### src/rtl/simd_add_pkg.sv
package simd_add_pkg;

   typedef enum logic [1:0] {
      LM_WIDE    = 2'b00,
      LM_HALF    = 2'b01,
      LM_QUARTER = 2'b10,
      LM_RSVD    = 2'b11
   } lane_mode_e;

   localparam int unsigned FLAG_W = 4;

   // Reserved encoding folds onto the single wide lane.
   function automatic lane_mode_e fold_mode(input logic [1:0] raw);
      lane_mode_e m;
      m = lane_mode_e'(raw);
      if (m == LM_RSVD) m = LM_WIDE;
      return m;
   endfunction

endpackage

### src/rtl/simd_seg_add.sv
module simd_seg_add #(
   parameter int unsigned SEG_W = 9
) (
   input  logic [SEG_W-1:0] a,
   input  logic [SEG_W-1:0] b,
   input  logic             cin,
   output logic [SEG_W-1:0] s,
   output logic             cout
);
   localparam int unsigned EXT_W = SEG_W + 1;

   logic [EXT_W-1:0] wide_sum;

   always_comb begin
      wide_sum = {1'b0, a} + {1'b0, b} + {{SEG_W{1'b0}}, cin};
      s        = wide_sum[SEG_W-1:0];
      cout     = wide_sum[SEG_W];
   end
endmodule

### src/rtl/simd_cut_ctrl.sv
module simd_cut_ctrl
   import simd_add_pkg::*;
#(
   parameter int unsigned NUM_SEG = 4
) (
   input  logic [1:0]         mode,
   output logic [NUM_SEG-1:1] cut
);
   localparam int unsigned SEG_PER_HALF = NUM_SEG / 2;
   localparam int unsigned SEG_PER_QTR  = NUM_SEG / 4;

   lane_mode_e eff_mode;

   always_comb eff_mode = fold_mode(mode);

   for (genvar s = 1; s < NUM_SEG; s++) begin : g_join
      localparam bit HALF_START = (s % SEG_PER_HALF) == 0;
      localparam bit QTR_START  = (s % SEG_PER_QTR) == 0;
      always_comb begin
         unique case (eff_mode)
            LM_HALF:    cut[s] = HALF_START;
            LM_QUARTER: cut[s] = QTR_START;
            default:    cut[s] = 1'b0;
         endcase
      end
   end
endmodule

### src/rtl/simd_flag_map.sv
module simd_flag_map
   import simd_add_pkg::*;
#(
   parameter int unsigned NUM_SEG = 4
) (
   input  logic [1:0]         mode,
   input  logic [NUM_SEG-1:0] seg_cout,
   output logic [FLAG_W-1:0]  flags
);
   localparam int unsigned SEG_PER_HALF = NUM_SEG / 2;
   localparam int unsigned SEG_PER_QTR  = NUM_SEG / 4;

   lane_mode_e eff_mode;

   always_comb eff_mode = fold_mode(mode);

   for (genvar k = 0; k < FLAG_W; k++) begin : g_flag
      localparam int unsigned QTR_TOP = (k + 1) * SEG_PER_QTR - 1;
      logic half_c;
      logic wide_c;
      if (k < 2) begin : g_half
         assign half_c = seg_cout[(k + 1) * SEG_PER_HALF - 1];
      end else begin : g_no_half
         assign half_c = 1'b0;
      end
      if (k == 0) begin : g_wide
         assign wide_c = seg_cout[NUM_SEG-1];
      end else begin : g_no_wide
         assign wide_c = 1'b0;
      end
      always_comb begin
         unique case (eff_mode)
            LM_HALF:    flags[k] = half_c;
            LM_QUARTER: flags[k] = seg_cout[QTR_TOP];
            default:    flags[k] = wide_c;
         endcase
      end
   end
endmodule

### src/rtl/simd_add_top.sv
module simd_add_top
   import simd_add_pkg::*;
#(
   parameter int unsigned SEG_W   = 9,
   parameter int unsigned NUM_SEG = 4
) (
   input  logic                     clk,
   input  logic                     rst_n,
   input  logic                     in_valid,
   input  logic [1:0]               mode,
   input  logic [SEG_W*NUM_SEG-1:0] op_a,
   input  logic [SEG_W*NUM_SEG-1:0] op_b,
   output logic                     out_valid,
   output logic [SEG_W*NUM_SEG-1:0] sum,
   output logic [3:0]               lane_carry
);
   localparam int unsigned TOT_W = SEG_W * NUM_SEG;

   if (NUM_SEG < 4 || (NUM_SEG % 4) != 0) begin : g_bad_seg
      $error("simd_add_top: NUM_SEG must be a multiple of 4");
   end
   if (SEG_W < 1) begin : g_bad_w
      $error("simd_add_top: SEG_W must be at least 1");
   end

   logic [NUM_SEG-1:1] cut;
   logic [NUM_SEG-1:0] seg_cin;
   logic [NUM_SEG-1:0] seg_cout;
   logic [TOT_W-1:0]   sum_c;
   logic [FLAG_W-1:0]  flags_c;

   simd_cut_ctrl #(.NUM_SEG(NUM_SEG)) i_cut (
      .mode (mode),
      .cut  (cut)
   );

   for (genvar s = 0; s < NUM_SEG; s++) begin : g_seg
      if (s == 0) begin : g_first
         assign seg_cin[s] = 1'b0;
      end else begin : g_chain
         assign seg_cin[s] = seg_cout[s-1] & ~cut[s];
      end
      simd_seg_add #(.SEG_W(SEG_W)) i_seg (
         .a    (op_a[s*SEG_W +: SEG_W]),
         .b    (op_b[s*SEG_W +: SEG_W]),
         .cin  (seg_cin[s]),
         .s    (sum_c[s*SEG_W +: SEG_W]),
         .cout (seg_cout[s])
      );
   end

   simd_flag_map #(.NUM_SEG(NUM_SEG)) i_flags (
      .mode     (mode),
      .seg_cout (seg_cout),
      .flags    (flags_c)
   );

   always_ff @(posedge clk or negedge rst_n) begin
      if (!rst_n) begin
         out_valid  <= 1'b0;
         sum        <= '0;
         lane_carry <= '0;
      end else begin
         out_valid <= in_valid;
         if (in_valid) begin
            sum        <= sum_c;
            lane_carry <= flags_c;
         end
      end
   end
endmodule

### config.mk
export PLATFORM = sky130hd
export DESIGN_NAME = simd_add_top
export DESIGN_NICKNAME = d
export VERILOG_FILES = /design/src/rtl/simd_add_pkg.sv /design/src/rtl/simd_seg_add.sv /design/src/rtl/simd_cut_ctrl.sv /design/src/rtl/simd_flag_map.sv /design/src/rtl/simd_add_top.sv
export SDC_FILE = /design/constraint.sdc
export NUM_CORES = 1
export LEC_CHECK = 0
export ABC_AREA = 1
export BUFFER_PORTS_ARGS = -buffer_cell sky130_fd_sc_hd__buf_2
export CAP_MARGIN = 20
export CORE_MARGIN = 10
export CORE_UTILIZATION = 45
export DETAILED_ROUTE_END_ITERATION = 8
export GPL_TIMING_DRIVEN = 0
export HOLD_SLACK_MARGIN = 0.05
export PLACE_DENSITY = 0.72
export SYNTH_ARGS = -nofsm -noshare
export SYNTH_HDL_FRONTEND = slang
export SYNTH_HIERARCHICAL = 1
export SYNTH_SLANG_ARGS = --single-unit
export TNS_END_PERCENT = 100
### constraint.sdc
create_clock -name clk -period 0.95 [get_ports clk]
set_input_delay 0.095 -clock clk [delete_from_list [all_inputs] [get_ports clk]]
set_output_delay 0.095 -clock clk [all_outputs]
set_load 0.01 [all_outputs]
==> results.sh <==
export IMPL_pwr_share_clk_pct=17.7
export IMPL_crit_type="in -> reg"
export IMPL_yosys_cell_types_count=22
export IMPL_rows=33
export IMPL_fin_skew_ns=0
export IMPL_syn_mean_instance_area_um2=6.650
export IMPL_synth_area_leaders="dfrtp_1 (28%), nand2_1 (26%), ha_1 (12%)"
export IMPL_worstSetupEndpointType="flip-flop"
export IMPL_power_frac_seq_pct=33.2
export IMPL_final_common_cell="nand2_1"
export IMPL_clk_latency_ns=0.29
export IMPL_p_sw_share_pct=36.37
export IMPL_placed_cell_area_um2=4497
export IMPL_pwr_share_comb_pct=49.1
export IMPL_grt_pass1_wl_mm=18.60
export IMPL_post_route_period_util_pct=450.6
export IMPL_final_area_um2=5401
export IMPL_start_util_pct=45.69
export IMPL_die_x_um=110.6
export IMPL_wl_per_cell_um=12.95
export IMPL_ys_warn_count=6
export IMPL_vdd_ir_drop_max_v=0.0006011
export IMPL_grt_antenna_before_repair=1
export IMPL_syn_inst=556
export IMPL_antenna_cells=0
export IMPL_max_cap_violations=0
export IMPL_slew_viol_final=0
export IMPL_net_switching_power_mw=2.423
export IMPL_r2r_start="sum[16]"
export IMPL_vias=4051
export IMPL_r2r_cells=3
export IMPL_multiInputGateArea_um2=2425
export IMPL_crit_slowest_cell="fa_2"
export IMPL_io_buffers=117
export IMPL_synth_top_cell_area_share_pct=27.75
export IMPL_setup_violations=38
export IMPL_numCtsBuffers=5
export IMPL_cts_sinks=41
export IMPL_max_slew_margin_rel_pct=34.81
export IMPL_drt_iter0_drc=131
export IMPL_drcViolationCount=0
export IMPL_grt_max_degree=42
export IMPL_power_internal_mw=4.239
export IMPL_core_area_um2=8093
export IMPL_hp_class="in -> async"
export IMPL_drive_gt1_share_pct=38.42
export IMPL_overflow=0
export IMPL_fill_cells=722
export IMPL_start_kind="input port"
export IMPL_cts_root_buffer="clkbuf_8"
export IMPL_period_minus_slack_ns=4.281
export IMPL_areaGrowthSynthToFinish_pct=46.09
export IMPL_seq_area_um2=1026
export IMPL_max_stage_delay_ns=0.39
export IMPL_die_h_um=110.6
export IMPL_synth_nets=676
export IMPL_rsz0062_at_grt="true"
export IMPL_grt_use_total_pct=17.43
export IMPL_p_total_mw=6.662
export IMPL_viasPerCell=4.755
export IMPL_p_leak_nw=3.251
export IMPL_worstPathRequired_ns=1.14
export IMPL_finalHoldViolCount=41
export IMPL_yosysTopAreaCell="dfrtp_1"
export IMPL_cp_max_fo=3
export IMPL_clockBufferDepth=2
export IMPL_cts_max_level=2
export IMPL_ctsHoldBuffers=1
export IMPL_r2r_end="sum[16]"
export IMPL_cts_tree="built"
export IMPL_cp_common_cell="nand2_1"
export IMPL_final_antenna_net_count=0
export IMPL_dpl_hpwl_mm=7.933
export IMPL_tightest_slew_ns=0.9779
export IMPL_final_cell_mix="nand2_1 (228), buf_2 (107), inv_1 (82)"
export IMPL_status="finished with violations"
export IMPL_arrival_ns=4.48
export IMPL_synth_area_um2=3697
export IMPL_nets=867
export IMPL_powerDensity_nw_per_um2=1233
export IMPL_routed_wl_mm=11.04
export IMPL_timing_setup_tns_ns=-72.94
export IMPL_gp_congestion=0.8663
export IMPL_dr_pass1_iters=5
export IMPL_cts_clk_slew_worst_paths_ns=0.08
export IMPL_grt_pass1_vias=4203
export IMPL_rrSetupSlack_ns=0.20
export IMPL_hold_ws_ns=-0.03984
export IMPL_fmax_mhz=233.6
export IMPL_ys_seq_area_share_pct=27.75
export IMPL_io_pins=118
export IMPL_pre_cts_ws_ns=-3.819
export IMPL_die_area_um2=12240
export IMPL_violations="hold timing, setup timing"
export IMPL_ys_ff_latch=41
export IMPL_setup_ws_ns=-3.331
[how the worst max path moves through the flow]
stage / start / end / slack, ns / depth (start not counted)
floorplan: op_b[0] / sum[35] / -3.10 / 38
global placement: op_b[0] / sum[35] / -3.76 / 39
detailed placement: op_b[0] / sum[33] / -3.82 / 39
CTS: op_b[0] / sum[33] / -3.25 / 39
global route: op_b[0] / sum[33] / -3.66 / 39
finish: op_b[0] / sum[33] / -3.33 / 39
[registers in the layout, summed over array words and instances (netlist names)]
name	flops
lane_carry	4
out_valid	1
sum	36
[through the flow]
stage	cells	utilization [%]
2_1_floorplan	556	-
6_report	852	66.74
4_1_cts	838	63.93
3_3_place_gp	778	55.57
3_5_place_dp	778	55.57
5_1_grt	852	66.74
[cell type report]
type | count | area share, %
buffer | 10 | 2.316
inverter | 99 | 7.158
clock buffer | 7 | 1.598
tap | 105 | 2.432
sequential | 41 | 18.99
timing repair buffer | 184 | 22.61
multi-input combinational | 406 | 44.89
[layer usage]
metal  share of wire (%)  track usage (%)
met5               0.063                0
met4                 1.3            4.948
met3                 4.5            3.788
met2                  52            32.47
met1                  42            19.21
[cell families after synthesis]
kind of cell | Yosys count | share of synthesized area [%]
other | 1 | 0.1014
and+or+nand+nor | 329 | 36.24
buffers and inverters | 109 | 13.64
DFF | 41 | 27.75
AOI/OAI and AO/OA | 21 | 3.249
adders and majority gates | 43 | 16.18
xor gates and xnor gates | 12 | 2.843
[worst max-delay path, delay by kind of cell]
kind                     cells  cell delay, ns
buffers and inverters       12            0.66
AND/OR/NAND/NOR             22            1.78
adder cells (fa/ha/maj)      5            1.87
[power groups by stage]
stage	clock (mW)	combinational (mW)	sequential [mW]
2_1_floorplan	0	1.42	2.38
3_3_place_gp	0	2.37	2.24
3_5_place_dp	0	2.43	2.25
4_1_cts	1.22	2.97	2.21
5_1_grt	1.27	3.64	2.24
6_report	1.18	3.27	2.21
[synth_stat cells]
library cell	n
buf_6	5
nor2_1	19
xnor2_1	12
fa_1	8
clkbuf_8	3
nand4_1	4
inv_8	1
a21oi_1	13
nand2_2	10
buf_4	1
nand2_1	256
nand3_1	24
or2_1	8
a31oi_1	4
conb_1	1
buf_12	1
nor3_1	4
ha_1	35
o21bai_1	4
inv_1	98
dfrtp_1	41
nand3b_1	4
[repair_timing]
item,4_1_cts,5_1_grt
pin swaps,27,30
resized for setup,56,36
endpoints found under the hold margin,42,41
setup buffers,56,19
endpoints found under the setup margin,41,59
No activity file was read; power rests on OpenSTA's default activity.
